### src/rtl/frac_baud_pkg.sv
`timescale 1ns/1ps
package frac_baud_pkg;
    localparam int CFG_W     = 32;
    localparam int SCALE_W   = 8;
    localparam int STEP_W    = 16;
    localparam int SCALE_LSB = 16;
    localparam int ACC_W     = STEP_W + 1;

    typedef enum logic [0:0] {
        ST_HOLD = 1'b0,
        ST_RUN  = 1'b1
    } fbg_state_e;
endpackage

### src/rtl/fbg_cfg_reg.sv
`timescale 1ns/1ps
module fbg_cfg_reg #(
    parameter int CFG_W     = frac_baud_pkg::CFG_W,
    parameter int SCALE_W   = frac_baud_pkg::SCALE_W,
    parameter int STEP_W    = frac_baud_pkg::STEP_W,
    parameter int SCALE_LSB = frac_baud_pkg::SCALE_LSB
) (
    input  logic               clk,
    input  logic               rst_n,
    input  logic               wr,
    input  logic [CFG_W-1:0]   wdata,
    output logic [SCALE_W-1:0] scale_q,
    output logic [STEP_W-1:0]  step_q,
    output logic [STEP_W-1:0]  step_nx
);
    // Step value in force after the coming edge
    always_comb begin
        step_nx = wr ? wdata[STEP_W-1:0] : step_q;
    end

    always_ff @(posedge clk) begin
        if (!rst_n) begin
            scale_q <= '0;
            step_q  <= '0;
        end else if (wr) begin
            scale_q <= wdata[SCALE_LSB +: SCALE_W];
            step_q  <= wdata[STEP_W-1:0];
        end
    end

    AST_CFG_FIELDS: assert property (@(posedge clk) disable iff (!rst_n)
        wr |=> (scale_q == $past(wdata[SCALE_LSB +: SCALE_W])) && (step_q == $past(wdata[STEP_W-1:0])));
endmodule

### src/rtl/fbg_prescaler.sv
`timescale 1ns/1ps
module fbg_prescaler #(
    parameter int SCALE_W = frac_baud_pkg::SCALE_W
) (
    input  logic               clk,
    input  logic               rst_n,
    input  logic               clr,
    input  logic               run,
    input  logic [SCALE_W-1:0] scale,
    output logic               pulse
);
    logic [SCALE_W-1:0] cnt_q;

    always_comb begin
        pulse = run && !clr && (cnt_q == scale);
    end

    always_ff @(posedge clk) begin
        if (!rst_n) begin
            cnt_q <= '0;
        end else if (clr || !run) begin
            cnt_q <= '0;
        end else if (cnt_q == scale) begin
            cnt_q <= '0;
        end else begin
            cnt_q <= cnt_q + 1'b1;
        end
    end

    AST_CNT_IN_RANGE: assert property (@(posedge clk) disable iff (!rst_n)
        cnt_q <= scale);
    AST_IDLE_NO_PULSE: assert property (@(posedge clk) disable iff (!rst_n)
        !run |-> !pulse);
endmodule

### src/rtl/fbg_phase_acc.sv
`timescale 1ns/1ps
module fbg_phase_acc #(
    parameter int STEP_W = frac_baud_pkg::STEP_W,
    parameter int ACC_W  = frac_baud_pkg::ACC_W
) (
    input  logic              clk,
    input  logic              rst_n,
    input  logic              clr,
    input  logic              adv,
    input  logic [STEP_W-1:0] step,
    output logic              tick
);
    localparam int SUM_W = ACC_W + 1;

    logic [ACC_W-1:0] acc_q;
    logic [SUM_W-1:0] sum;

    always_comb begin
        sum = {1'b0, acc_q} + SUM_W'(step);
    end

    always_ff @(posedge clk) begin
        if (!rst_n) begin
            acc_q <= '0;
            tick  <= 1'b0;
        end else if (clr) begin
            acc_q <= '0;
            tick  <= 1'b0;
        end else if (adv) begin
            acc_q <= sum[ACC_W-1:0];
            tick  <= sum[ACC_W];
        end else begin
            tick  <= 1'b0;
        end
    end

    AST_TICK_ISOLATED: assert property (@(posedge clk) disable iff (!rst_n)
        tick |=> !tick);
    AST_CLR_SILENT: assert property (@(posedge clk) disable iff (!rst_n)
        clr |=> !tick);
endmodule

### src/rtl/frac_baud_gen.sv
`timescale 1ns/1ps
module frac_baud_gen #(
    parameter int CFG_W     = frac_baud_pkg::CFG_W,
    parameter int SCALE_W   = frac_baud_pkg::SCALE_W,
    parameter int STEP_W    = frac_baud_pkg::STEP_W,
    parameter int SCALE_LSB = frac_baud_pkg::SCALE_LSB
) (
    input  logic             clk,
    input  logic             rst_n,
    input  logic             en,
    input  logic             cfg_wr,
    input  logic [CFG_W-1:0] cfg_wdata,
    output logic             tick
);
    import frac_baud_pkg::*;

    localparam int ACC_LEN = STEP_W + 1;

    logic [SCALE_W-1:0] scale_q;
    logic [STEP_W-1:0]  step_q;
    logic [STEP_W-1:0]  step_nx;
    fbg_state_e         state_q, state_d;
    logic               pre_run, acc_clr, pre_pulse;

    fbg_cfg_reg #(
        .CFG_W(CFG_W), .SCALE_W(SCALE_W), .STEP_W(STEP_W), .SCALE_LSB(SCALE_LSB)
    ) u_cfg (
        .clk(clk), .rst_n(rst_n), .wr(cfg_wr), .wdata(cfg_wdata),
        .scale_q(scale_q), .step_q(step_q), .step_nx(step_nx)
    );

    // Next-state: GO when enabled with a non-zero step, STOP otherwise
    always_comb begin
        unique case (state_q)
            ST_HOLD: state_d = (en && (step_nx != '0)) ? ST_RUN : ST_HOLD;
            ST_RUN:  state_d = (en && (step_nx != '0)) ? ST_RUN : ST_HOLD;
            default: state_d = ST_HOLD;
        endcase
    end

    always_ff @(posedge clk) begin
        if (!rst_n) begin
            state_q <= ST_HOLD;
        end else begin
            state_q <= state_d;
        end
    end

    // State outputs
    always_comb begin
        unique case (state_q)
            ST_HOLD: begin
                pre_run = 1'b0;
                acc_clr = 1'b1;
            end
            ST_RUN: begin
                pre_run = 1'b1;
                acc_clr = cfg_wr;
            end
            default: begin
                pre_run = 1'b0;
                acc_clr = 1'b1;
            end
        endcase
    end

    fbg_prescaler #(.SCALE_W(SCALE_W)) u_pre (
        .clk(clk), .rst_n(rst_n), .clr(cfg_wr), .run(pre_run),
        .scale(scale_q), .pulse(pre_pulse)
    );

    fbg_phase_acc #(.STEP_W(STEP_W), .ACC_W(ACC_LEN)) u_acc (
        .clk(clk), .rst_n(rst_n), .clr(acc_clr), .adv(pre_pulse),
        .step(step_q), .tick(tick)
    );

    AST_HOLD_SILENT: assert property (@(posedge clk) disable iff (!rst_n)
        (state_q == ST_HOLD) |=> !tick);
    AST_RUN_NEEDS_STEP: assert property (@(posedge clk) disable iff (!rst_n)
        (state_q == ST_RUN) |-> (step_q != '0));
    AST_WRITE_SILENT: assert property (@(posedge clk) disable iff (!rst_n)
        cfg_wr |=> !tick);
    AST_STOP_ON_EN_LOW: assert property (@(posedge clk) disable iff (!rst_n)
        !en |=> (state_q == ST_HOLD));
endmodule

### config.mk
export PLATFORM = sky130hd
export DESIGN_NAME = frac_baud_gen
export DESIGN_NICKNAME = d
export VERILOG_FILES = /design/src/rtl/frac_baud_pkg.sv /design/src/rtl/fbg_cfg_reg.sv /design/src/rtl/fbg_prescaler.sv /design/src/rtl/fbg_phase_acc.sv /design/src/rtl/frac_baud_gen.sv
export SDC_FILE = /design/constraint.sdc
export NUM_CORES = 1
export LEC_CHECK = 0
export BUFFER_PORTS_ARGS = -buffer_cell sky130_fd_sc_hd__buf_2
export CAP_MARGIN = 20
export CORE_MARGIN = 2
export CORE_UTILIZATION = 62
export CTS_CLUSTER_DIAMETER = 100
export DETAILED_ROUTE_END_ITERATION = 7
export PLACE_DENSITY_LB_ADDON = 0.2
export SLEW_MARGIN = 30
export SYNTH_ARGS = -nofsm -noshare
export SYNTH_HDL_FRONTEND = slang
export SYNTH_SLANG_ARGS = --single-unit
### constraint.sdc
create_clock -name clk -period 4.02 [get_ports clk]
set_clock_uncertainty 0.05 [all_clocks]
set_input_delay 0.804 -clock clk [delete_from_list [all_inputs] [get_ports clk]]
set_output_delay 0.804 -clock clk [all_outputs]
set_load 0.1 [all_outputs]
### Yosys cells after proc, flatten, opt, wreduce, memory -nomap -nowiden

Cells that the tools add are included.

* register bits after elaboration: 51
* bits of input ports: 36
* logic and storage cells: 26

* add/subtract/negate cells: 2
* equality and inequality tests: 1
* muxes and demuxes: 4
* bitwise operators: 3
* reduce and logical (&&, ||, !) cells: 10

Operators by type and width (count)
* $add 17x16->18: 1
* $mux 16: 1
* $reduce_bool 16->1: 1
* $add 8x1->8 const B: 1
* $eq 8x8->1: 1
* $reduce_or 3->1: 2
* $pmux 1 s2: 2
* $logic_and 1x1->1: 3
* $not 1->1: 3
* $logic_not 1->1: 2
* $reduce_or 2->1: 1
* $logic_or 1x1->1: 1
* $mux 1: 1

### Logic depth before layout (Yosys ltp)

* depth in word-level cells: 6
* mapped depth: 9
* mapped depth without buffers: 9

### Modules after synthesis

From an unflattened synthesis, not the netlist that was laid out.

* cell total of the unflattened synthesis: 316
* area, all modules: 3056.7 um2

By module, submodules not included
* fbg_phase_acc: times used 1, cells an instance 185, area an instance 1515.2 um2, seq. area each 360.3 um2
* fbg_cfg_reg: times used 1, cells an instance 77, area an instance 999.7 um2, seq. area each 480.5 um2
* fbg_prescaler: times used 1, cells an instance 46, area an instance 478.0 um2, seq. area each 160.2 um2
* frac_baud_gen: times used 1, cells an instance 8, area an instance 63.8 um2, seq. area each 20.0 um2

### Least setup slack after synthesis

OpenSTA, ideal clock, no wires.

* kind: reg-to-reg
* start point: reg u_cfg.step_q[0]
* end point: reg u_acc.acc_q[16]
* setup time: 0.072 ns
* arrival: 1.922 ns
* data required time: 3.898 ns
* path slack: 1.977 ns
* stages on the path, launching flop included: 10
* path buffers: 0
* cells stage by stage: dfxtp_1 -> ha_1 -> inv_1 -> fa_1 -> nand2b_1 -> a21oi_2 -> o311ai_2 -> o21ba_2 -> o21ai_1 -> mux2i_1

* word-level cells in the longest chain between the ends: 1

RTL lines
* start, declared: RTL line fbg_cfg_reg.sv:13 `output logic [STEP_W-1:0] step_q,`
* start signal, assigned: RTL line fbg_cfg_reg.sv:27 `step_q <= wdata[STEP_W-1:0];`
* $add 17x16->18: RTL line fbg_phase_acc.sv:19 `sum = {1'b0, acc_q} + SUM_W'(step);`
* end signal, assigned: RTL line fbg_phase_acc.sv:30 `acc_q <= sum[ACC_W-1:0];`
* end, declared: RTL line fbg_phase_acc.sv:15 `logic [ACC_W-1:0] acc_q;`

Every way passes these cells.
A chain may end at the register's enable or synchronous reset.

### Worst setup path in the final report

* start point: in cfg_wr
* end point: reg u_pre.cnt_q[2]

* word-level cells in the longest chain between the ends: 2

RTL lines
* start, declared: RTL line frac_baud_gen.sv:11 `input logic cfg_wr,`
* $logic_or 1x1->1: RTL line fbg_prescaler.sv:21 `end else if (clr || !run) begin`
* $reduce_or 3->1 (no source line)
* end signal, assigned: RTL line fbg_prescaler.sv:26 `cnt_q <= cnt_q + 1'b1;`
* end, declared: RTL line fbg_prescaler.sv:12 `logic [SCALE_W-1:0] cnt_q;`

Every way passes these cells.

==> metrics.md <==
| Metric | Value |
|---|---|
| Yosys reg bits | `51` |
| Ports | `37` |
| Synth cell types | `45` |
| Vias in the first global route | `2195` |
| Num CTS Buffers | `5` |
| Clock root buffer | `clkbuf_8` |
| Non-Filler Instances | `379` |
| First-pass GRT wire length | `10090 um` |
| Fmax | `0.4094 GHz` |
| Number of synthesized flops with an enable pin | `0` |
| Power per Cell Area | `312.5 nW/um^2` |
| Total GRT Usage | `0.2524` |
| TNS Setup | `0 ns` |
| Core area | `4324 sq um` |
| Starting DRT DRC Count | `125` |
| Bufs and invs on worst path | `1` |
| Status | `complete, no violations` |
| Fin. max-slew vios | `0` |
| Synthesized Nets | `354` |
| Final Power | `0.9434 mW` |
| GRT overflow | `0` |
| Cell-by-cell listing of the critical path | `buf_2 -> nor2b_1 -> and2_1 -> nand2_1 -> nor2_1` |
| Seq/Total Area, Yosys | `0.3687` |
| Setup Fix Bufs, Post-CTS | `0` |
| Final setup violation count | `0` |
| Rows | `24` |
| Die height | `70.83 um` |
| Worst IR Drop VDD | `0.2939 mV` |
| Vias/cell | `5.881` |
| Final wirelength | `5739 um` |
| Worst slew pin tran | `0.7639 ns` |
| Synthesized area | `2769 sq um` |
| Critical Path RT | `4.21 ns` |
| Number of fillers in the final layout | `348` |
| Gate Count Post-Synth | `300` |
| Rel. slew slack | `0.4907` |
| Crit Path Class | `in -> reg` |
| Ratio of cells with drive above 1 in the final layout | `0.1498` |
| Pre-antenna DRT Iters | `4` |
| Cts repair resizes | `0` |
| Post-layout instance area | `3019 sq um` |
| Most frequent cells in the layout | `dfxtp_1, buf_2, mux2i_1, nor2b_1, a21oi_1` |
| Post-DP Area | `2934 sq um` |
| DRC Markers | `0` |
| Largest net degree at the start of global routing | `28` |
| Max Fanout on Critical Path | `27` |
| Antenna-violating nets left | `0` |
| Placed insts | `371` |
| N_diodes | `0` |
| Final period utilization | `0.6076` |
| Worst Path Arrival | `2.63 ns` |
| Area Overhead vs Synth | `9.038%` |
| Placer Congestion | `0.8249` |
| Worst slack at placement | `1.315 ns` |
| CTS Sinks | `51` |
| PnR worst setup slack | `1.578 ns` |
| Setup crit end kind | `flop` |
| Finished Core Util | `0.6982` |
| Final Hold Vio Count | `0` |
| PortBufs | `28` |
| Die width | `70.83 um` |
| Max Cap Viol | `0` |
| FFs w/ async S/R, synth | `0` |
| Startpoint types | `input port` |
| Min-Delay Path Class | `reg -> reg` |
| CTS tree | `yes` |
| Final HPWL DP | `4157 um` |
| Die area | `5016 sq um` |
| RSZ-0062 raised after global routing | `no` |
| Commonest non-fill, non-tap cell in the layout | `dfxtp_1` |
| Initial core utilization | `0.6403` |
| Clock slew at reported path FFs | `0.09 ns` |
| Wire per inst | `15.14 um` |
| CP max stage delay | `0.61 ns` |
| CP max-delay cell | `and2_1` |
| Syn avg cell area | `9.230 sq um` |
| Initial antenna violation count | `0` |
| Post-CTS Hold Buffers | `0` |
| Hold Worst Slack | `0.4341 ns` |
| H-Tree Depth | `2` |
| Clk buf depth | `2` |
| Period minus WS final | `2.442 ns` |
| Final #Nets | `380` |
| Ys Warns | `0` |
| Later-pin clock latency in the skew report | `0.31 ns` |
| Crit path max-delay family | `simple AND/OR/NAND/NOR gates` |
| Vias | `2229` |
| Lkg Pwr | `1.283 nW` |
| Main synth FF type | `dfxtp_1` |
## synth_stat cells, drive strengths merged (2+ instances only)
library cell	n	area (sq um)
a41oi	2	17.52
o21a	2	15.01
a31oi	5	37.53
inv	7	26.28
dfxtp	51	1021
nor4	8	50.05
nor2	14	55.06
o211ai	3	27.52
mux2i	25	250.2
a21o	6	45.04
nand3b	2	15.01
nand2b	3	18.77
nand2	16	62.56
nand3	9	45.04
xor2	11	96.34
nand4	5	31.28
o21ai	19	98.84
nor2b	25	156.4
a21oi	28	151.4
ha	17	212.7
buf	6	33.77
clkbuf	4	18.77
and3	5	31.28
nor3	2	10.01
xnor2	15	131.4
## sequential cells by signal, summed over array words and instances (netlist names)
register,flops
state_q,1
u_acc.acc_q,17
u_acc.tick,1
u_cfg.scale_q,8
u_cfg.step_q,16
u_pre.cnt_q,8
## metal layers
metal | wire length, um | GRT usage | part of all wire
met1 | 2689 | 0.3157 | 0.47
met2 | 2723 | 0.4372 | 0.47
met3 | 189 | 0.04701 | 0.033
met4 | 138 | 0.08595 | 0.024
met5 | 0 | 0 | 0
## worst register-to-register path, cell delays in order (launching register included)
cell and delay [ns]:
dfxtp_1 0.39, ha_1 0.19, inv_1 0.05, fa_1 0.39, nand2b_1 0.19, a21oi_2 0.18, o311ai_2 0.15, o21ba_2 0.26
o21ai_1 0.19, mux2i_1 0.24
## final timing paths
| kind | from | end | slack, ns | cells after the start |
|---|---|---|---|---|
| setup / recovery | cfg_wr | u_pre.cnt_q[2]$_SDFF_PP0_ | 1.58 | 5 |
| hold reg to reg | u_acc.acc_q[16]$_SDFFE_PP0N_ | u_acc.tick$_SDFF_PP0_ | 0.43 | 2 |
| hold / removal | u_acc.acc_q[16]$_SDFFE_PP0N_ | u_acc.tick$_SDFF_PP0_ | 0.43 | 2 |
| setup reg to reg | u_cfg.step_q[0]$_SDFF_PN0_ | u_acc.acc_q[16]$_SDFFE_PP0N_ | 1.66 | 9 |
## layout make-up
| type | count | area, sq um | area share |
|---|---|---|---|
| Multi-Input combinational cell | 232 | 1674 | 0.5545 |
| Sequential cell | 51 | 1021 | 0.3382 |
| Timing Repair Buffer | 29 | 147.6 | 0.04890 |
| Clock buffer | 6 | 72.57 | 0.02404 |
| Tap cell | 52 | 65.06 | 0.02155 |
| Inverter | 7 | 26.28 | 0.008703 |
| Clock inverter | 2 | 12.51 | 0.004144 |
## logic make-up (layout without fill, tap and decap cells)
logic type      count (synthesis)  after routing  share of synthesized area
fa+ha+maj                      18             18                    0.08405
simple gates                   91             91                     0.1780
xor+xnor                       26             26                    0.08224
flops                          51             51                     0.3687
buf+inv                        17             44                    0.02847
mux                            25             25                    0.09038
compound gates                 72             72                     0.1681
## report_power, final
part	internal, mW	total (mW)	switching (mW)
registers	0.522	0.538	0.0159
logic	0.0509	0.114	0.0629
clock network	0.122	0.292	0.170
total	0.695	0.943	0.249
(Power assumes the default switching activity.)
